`src/rtl/dds_seq_pkg.sv`:
```
package dds_seq_pkg;
  localparam logic [2:0] MODE_FIXED = 3'd0;
  localparam logic [2:0] MODE_TDM   = 3'd1;
  localparam logic [2:0] MODE_BFSK  = 3'd2;
  localparam logic [2:0] MODE_CHIRP = 3'd3;
  localparam logic [2:0] MODE_FM    = 3'd4;

  // Write request from control to datapath
  typedef struct packed {
    logic       wrSel;   // write the bank word at selIdx
    logic       wrFm;    // write the FM-computed word (wins over wrSel)
    logic [1:0] selIdx;
  } wrCmdT;
endpackage

```
`src/rtl/dds_seq_ctrl.sv`:
```
module dds_seq_ctrl
  import dds_seq_pkg::*;
#(
  parameter int IVL_W      = 16,
  parameter int ADC_PERIOD = 50
) (
  input  logic             clk,
  input  logic             rstN,
  input  logic [2:0]       mode,
  input  logic             cmdStrobe,
  input  logic [1:0]       profileLast,
  input  logic [IVL_W-1:0] dwellCycles,
  input  logic [IVL_W-1:0] restartCycles,
  input  logic             modBit,
  input  logic             adcValid,
  output wrCmdT            cmd,
  output logic [1:0]       profileSel,
  output logic             restartPulse,
  output logic             adcConvert
);
  localparam int ADC_CNT_W = $clog2(ADC_PERIOD);

  logic [2:0]           modeReg;
  logic                 bitPrev;
  logic [IVL_W-1:0]     dwellCnt;
  logic [IVL_W-1:0]     restartCnt;
  logic [ADC_CNT_W-1:0] adcCnt;
  logic                 entry, validMode, advance, restartHit, adcHit;
  logic [1:0]           nextProfile;

  assign entry       = (mode != modeReg);
  assign validMode   = (mode <= MODE_FM);
  assign nextProfile = (profileSel >= profileLast) ? 2'd0 : profileSel + 2'd1;
  assign advance     = !entry && (mode == MODE_TDM) && (dwellCycles != '0) &&
                       (dwellCnt >= dwellCycles - IVL_W'(1));
  assign restartHit  = (restartCycles != '0) &&
                       (restartCnt >= restartCycles - IVL_W'(1));
  assign adcHit      = (adcCnt >= ADC_CNT_W'(ADC_PERIOD - 1));

  always_comb begin
    cmd.wrFm   = (mode == MODE_FM) && adcValid;
    cmd.wrSel  = 1'b0;
    cmd.selIdx = 2'd0;
    if (entry) begin
      cmd.wrSel  = validMode;
      cmd.selIdx = (mode == MODE_BFSK) ? {1'b0, modBit} : 2'd0;
    end else begin
      case (mode)
        MODE_FIXED, MODE_FM: cmd.wrSel = cmdStrobe;
        MODE_TDM: begin
          cmd.wrSel  = advance;
          cmd.selIdx = nextProfile;
        end
        MODE_BFSK: begin
          cmd.wrSel  = (modBit != bitPrev);
          cmd.selIdx = {1'b0, modBit};
        end
        default: cmd.wrSel = 1'b0;
      endcase
    end
  end

  always_ff @(posedge clk) begin
    if (!rstN) begin
      modeReg      <= MODE_FIXED;
      bitPrev      <= 1'b0;
      dwellCnt     <= '0;
      restartCnt   <= '0;
      adcCnt       <= '0;
      profileSel   <= 2'd0;
      restartPulse <= 1'b0;
      adcConvert   <= 1'b0;
    end else begin
      modeReg      <= mode;
      bitPrev      <= modBit;
      restartPulse <= 1'b0;
      adcConvert   <= 1'b0;
      if (entry) begin
        dwellCnt   <= '0;
        restartCnt <= '0;
        adcCnt     <= '0;
        profileSel <= 2'd0;
      end else begin
        case (mode)
          MODE_TDM: if (dwellCycles != '0) begin
            if (advance) begin
              dwellCnt   <= '0;
              profileSel <= nextProfile;
            end else begin
              dwellCnt <= dwellCnt + IVL_W'(1);
            end
          end
          MODE_CHIRP: if (restartCycles != '0) begin
            if (restartHit) begin
              restartCnt   <= '0;
              restartPulse <= 1'b1;
            end else begin
              restartCnt <= restartCnt + IVL_W'(1);
            end
          end
          MODE_FM: begin
            if (adcHit) begin
              adcCnt     <= '0;
              adcConvert <= 1'b1;
            end else begin
              adcCnt <= adcCnt + ADC_CNT_W'(1);
            end
          end
          default: ;
        endcase
      end
    end
  end

  AST_ENTRY_PROFILE_ZERO: assert property (@(posedge clk) disable iff (!rstN)
    (mode != modeReg) |=> (profileSel == 2'd0));
  AST_PROFILE_HOLD: assert property (@(posedge clk) disable iff (!rstN)
    (mode == MODE_TDM && modeReg == MODE_TDM && dwellCycles == '0) |=> $stable(profileSel));
  AST_RESTART_CHIRP_ONLY: assert property (@(posedge clk) disable iff (!rstN)
    restartPulse |-> (modeReg == MODE_CHIRP));
  AST_CONVERT_ONE_CYCLE: assert property (@(posedge clk) disable iff (!rstN)
    adcConvert |=> !adcConvert);
endmodule

```
`src/rtl/dds_seq_dp.sv`:
```
module dds_seq_dp
  import dds_seq_pkg::*;
#(
  parameter int WORD_W   = 32,
  parameter int SAMPLE_W = 12,
  parameter int FM_SHIFT = 11
) (
  input  logic                clk,
  input  logic                rstN,
  input  wrCmdT               cmd,
  input  logic [WORD_W-1:0]   tuneWord0,
  input  logic [WORD_W-1:0]   tuneWord1,
  input  logic [WORD_W-1:0]   tuneWord2,
  input  logic [WORD_W-1:0]   tuneWord3,
  input  logic [WORD_W-1:0]   devWord,
  input  logic [SAMPLE_W-1:0] adcData,
  output logic                wrStrobe,
  output logic [WORD_W-1:0]   wrData
);
  localparam int PROD_W = SAMPLE_W + WORD_W + 1;
  localparam int SUM_W  = PROD_W + 1;

  logic [WORD_W-1:0]        bankWord;
  logic signed [PROD_W-1:0] prod, scaled;
  logic signed [SUM_W-1:0]  sum;
  logic [WORD_W-1:0]        fmWord;

  always_comb begin
    case (cmd.selIdx)
      2'd0:    bankWord = tuneWord0;
      2'd1:    bankWord = tuneWord1;
      2'd2:    bankWord = tuneWord2;
      default: bankWord = tuneWord3;
    endcase
  end

  assign prod   = $signed(adcData) * $signed({1'b0, devWord});
  assign scaled = prod >>> FM_SHIFT;
  assign sum    = $signed({{(SUM_W-WORD_W){1'b0}}, tuneWord0}) +
                  $signed({scaled[PROD_W-1], scaled});

  always_comb begin
    if (sum[SUM_W-1])
      fmWord = '0;
    else if (|sum[SUM_W-2:WORD_W])
      fmWord = '1;
    else
      fmWord = sum[WORD_W-1:0];
  end

  always_ff @(posedge clk) begin
    if (!rstN) begin
      wrStrobe <= 1'b0;
      wrData   <= '0;
    end else begin
      wrStrobe <= cmd.wrFm || cmd.wrSel;
      if (cmd.wrFm)
        wrData <= fmWord;
      else if (cmd.wrSel)
        wrData <= bankWord;
    end
  end

  AST_FM_NOT_BELOW: assert property (@(posedge clk) disable iff (!rstN)
    (cmd.wrFm && !adcData[SAMPLE_W-1]) |=> (wrData >= $past(tuneWord0)));
  AST_FM_NOT_ABOVE: assert property (@(posedge clk) disable iff (!rstN)
    (cmd.wrFm && adcData[SAMPLE_W-1]) |=> (wrData <= $past(tuneWord0)));
endmodule

```
`src/rtl/dds_seq_top.sv`:
```
module dds_seq_top
  import dds_seq_pkg::*;
#(
  parameter int WORD_W     = 32,
  parameter int SAMPLE_W   = 12,
  parameter int FM_SHIFT   = 11,
  parameter int IVL_W      = 16,
  parameter int ADC_PERIOD = 50
) (
  input  logic                clk,
  input  logic                rstN,
  input  logic [2:0]          mode,
  input  logic                cmdStrobe,
  input  logic [WORD_W-1:0]   tuneWord0,
  input  logic [WORD_W-1:0]   tuneWord1,
  input  logic [WORD_W-1:0]   tuneWord2,
  input  logic [WORD_W-1:0]   tuneWord3,
  input  logic [WORD_W-1:0]   devWord,
  input  logic [1:0]          profileLast,
  input  logic [IVL_W-1:0]    dwellCycles,
  input  logic [IVL_W-1:0]    restartCycles,
  input  logic                modBit,
  input  logic                adcValid,
  input  logic [SAMPLE_W-1:0] adcData,
  output logic                wrStrobe,
  output logic [WORD_W-1:0]   wrData,
  output logic [1:0]          profileSel,
  output logic                restartPulse,
  output logic                adcConvert
);
  wrCmdT cmd;

  dds_seq_ctrl #(.IVL_W(IVL_W), .ADC_PERIOD(ADC_PERIOD)) uCtrl (
    .clk(clk), .rstN(rstN), .mode(mode), .cmdStrobe(cmdStrobe),
    .profileLast(profileLast), .dwellCycles(dwellCycles),
    .restartCycles(restartCycles), .modBit(modBit), .adcValid(adcValid),
    .cmd(cmd), .profileSel(profileSel), .restartPulse(restartPulse),
    .adcConvert(adcConvert)
  );

  dds_seq_dp #(.WORD_W(WORD_W), .SAMPLE_W(SAMPLE_W), .FM_SHIFT(FM_SHIFT)) uDp (
    .clk(clk), .rstN(rstN), .cmd(cmd),
    .tuneWord0(tuneWord0), .tuneWord1(tuneWord1),
    .tuneWord2(tuneWord2), .tuneWord3(tuneWord3),
    .devWord(devWord), .adcData(adcData),
    .wrStrobe(wrStrobe), .wrData(wrData)
  );
endmodule

```
`config.mk`:
```
export PLATFORM = sky130hd
export DESIGN_NAME = dds_seq_top
export DESIGN_NICKNAME = d
export VERILOG_FILES = /design/src/rtl/dds_seq_pkg.sv /design/src/rtl/dds_seq_ctrl.sv /design/src/rtl/dds_seq_dp.sv /design/src/rtl/dds_seq_top.sv
export SDC_FILE = /design/constraint.sdc
export NUM_CORES = 1
export LEC_CHECK = 0
export ABC_AREA = 0
export BUFFER_PORTS_ARGS = -buffer_cell sky130_fd_sc_hd__buf_4
export CORE_MARGIN = 2
export CORE_UTILIZATION = 56
export CTS_CLUSTER_SIZE = 40
export DETAILED_ROUTE_END_ITERATION = 7
export PLACE_DENSITY = 0.81
export SYNTH_ARGS = -nofsm -noshare
export SYNTH_HDL_FRONTEND = slang
export SYNTH_SLANG_ARGS = --single-unit
```
`constraint.sdc`:
```
create_clock -name clk -period 7.9 [get_ports clk]
set_input_delay 0.395 -clock clk [delete_from_list [all_inputs] [get_ports clk]]
set_output_delay 0.395 -clock clk [all_outputs]
set_load 0.05 [all_outputs]
```
==> impl_metrics.toml <==
[status]
status = "complete, no violations"

[floorplan]
rows = 68
die_y_um = 191
initial_core_util_pct = 56.8
fp.dieW_um = 191
io_pins = 251
dieArea_um2 = 36500
core_area_um2 = 34500

[timing]
worst_pin_slew_ps = 1190
setup_tns_ps = 0
setup_ws_ps = 275
fin_skew_ps = 11.3
slew_violations = 0
setup-violations-final = 0
finalHoldViolCount = 0
timing.hold.ws_ps = 290
max_freq_mhz = 131
slew_headroom_pct = 19.9
min_period_ps = 7630
period_share_pct = 96.5

[job]
maxCapViolations = 0

[logic_synthesis]
ys.flop_type = "dfxtp_1"
postSynthAreaPerCell_um2 = 8.46
synth_nets = 3017
synth-edff-count = 0
ys_warn_count = 0
netlist_area_um2 = 19600
synth_largest_area_cell = "fa_1"
ys_ff_latch = 79
yosysSeqAreaShare_pct = 8.08
synth_cell_types = 76
synth.area.top_cells = "fa_1 31%, ha_1 12%, dfxtp_1 8.1%, inv_1 7.1%, nand2_1 6.4%"
synthCells = 2315
synthArstFlopShare_pct = 0
synth.top_cell.area_share_pct = 30.7

[route]
dr.pass1.iters = 7
drc = 0
vias = 17400
routed_via_density = 5.71
wl_per_cell_um = 16.8
wl_mm = 51.5
drt_iter0_drc = 1019
antenna_left = 0

[critical_path]
cp_num_buf_inv = 8
worstSetupPathType = "input pin to flip-flop"
crit-reg2reg-launch = "uCtrl.profileSel[0]$_SDFFE_PP0P_"
cp_common_cell = "fa_1"
cp.required_ps = 8130
crit_family = "adder cells"
cp_data_arrival_time_ps = 7860
cp_max_fo = 12
cp-end-kind = "flip-flop"
slowest_delay_ps = 550
worstSetupStartpointType = "input pin"
critPathLaunch = "adcData[6]"
critPathSlowestCell = "fa_1"

[global_route]
grtUsageTotal_pct = 28.9
antenna_found_initial = 1
grt_pass1_wl_mm = 85.0
grt-ovfl-total = 0
grt_max_degree = 46
grt_pass1_vias = 18200

[layout]
nets = 3297
diodes = 0
fin_util_pct = 66.8
drive_gt1_share_pct = 18.1
n_fill_cell = 2816
area_growth_pct = 17.6

[clock_tree]
cts-root-buf = "clkbuf_16"
clkTransAtPathRegs_ps = 60
clockBufferDepth = 2
h-tree-depth = 3
cts_inserted_buffers = 9
clk_latency_ps = 350
cts_sinks = 79
cts_tree = "done"
cts_hold_buf = 0

[min_path]
min_from = "modBit"
min_path_type = "input pin to flip-flop"

[placement]
gp_congestion = 0.949
place_ws_ps = -268
port_buffers = 250
hpwl_mm = 44.1
## final timing paths
kind | endpoint | slack, ps | cells after the start
max reg2reg | uDp.wrData[27]$_SDFFE_PN0P_ | 4460 | 12
max | uDp.wrData[12]$_SDFFE_PN0P_ | 270 | 34
min | uCtrl.bitPrev$_SDFF_PN0_ | 290 | 2
min reg2reg | uCtrl.adcCnt[5]$_SDFFE_PP0P_ | 490 | 2
## cell usage in the layout (no fill, tap or decap), drive strengths merged, types with 56 or more instances in the layout
cell	synthesis	routed
a21oi	95	95
and2	127	127
buf	17	381
dfxtp	79	79
fa	300	300
ha	188	188
inv	369	372
nand2	336	336
nor2	130	130
o21ai	57	58
xnor2	60	60
xor2	56	56
## Yosys cell counts (26+ instances only)
cell type  instances
a21oi_1           93
nor2_1           129
xnor2_1           59
xor2_1            56
a21o_1            35
nand2_1          336
and2_1           127
nand3_1           36
clkbuf_1          95
mux4_2            32
dfxtp_1           79
fa_1             300
nor3_1            26
ha_1             188
inv_1            369
o21ai_0           47
## kinds of logic (layout without fill, tap and decap cells)
| kind of cell | Yosys count | after routing | share of synthesized area (%) |
|---|---|---|---|
| fa+ha+maj | 488 | 488 | 42.7 |
| buf+inv | 483 | 767 | 9.45 |
| flops | 79 | 79 | 8.08 |
| xor+xnor | 116 | 116 | 5.23 |
| compound gates | 339 | 340 | 11.9 |
| mux | 35 | 35 | 3.83 |
| simple gates | 775 | 775 | 18.8 |
## flip-flops by register name, indices dropped and copies added, names as in the netlist
| register | cells |
|---|---|
| uCtrl.adcCnt | 6 |
| uCtrl.adcConvert | 1 |
| uCtrl.bitPrev | 1 |
| uCtrl.dwellCnt | 16 |
| uCtrl.modeReg | 3 |
| uCtrl.profileSel | 2 |
| uCtrl.restartCnt | 16 |
| uCtrl.restartPulse | 1 |
| uDp.wrData | 32 |
| uDp.wrStrobe | 1 |
## routing by layer
layer	wire length [um]	share of wire (%)	global-route usage [%]	vias to the layer above
met5	0	0	0	-
met1	19400	38	33.3	8678
met2	27300	53	53.5	564
li1	-	-	-	8049
met3	2260	4.4	3.45	158
met4	2490	4.8	13.1	0
## per-stage QoR
step,area [um2],cells
after floorplan,19600,2315
after global placement,22600,3035
after detailed placement,22600,3035
after CTS,22900,3051
after global routing,23000,3055
final,23000,3055
## area by class of cell
type | instances | area (um2) | share of cell area (%)
flip-flops and latches | 79 | 1580 | 6.87
inverters | 370 | 1390 | 6.03
well taps | 455 | 569 | 2.47
clock inverters | 7 | 55.1 | 0.239
multi-input cells | 1754 | 16300 | 70.6
repair buffers | 381 | 2960 | 12.8
clock buffers | 9 | 225 | 0.978
## timing repair
| item | 4_1_cts | 5_1_grt |
|---|---|---|
| buffers inserted | 0 | 3 |
| endpoints found under the setup margin | 0 | 32 |
| hold endpoints to repair | 0 | 0 |
| resized for setup | 0 | 19 |
Power is not shown: default switching activity piles up to over one toggle a cycle in this logic, so the estimate is an artifact.
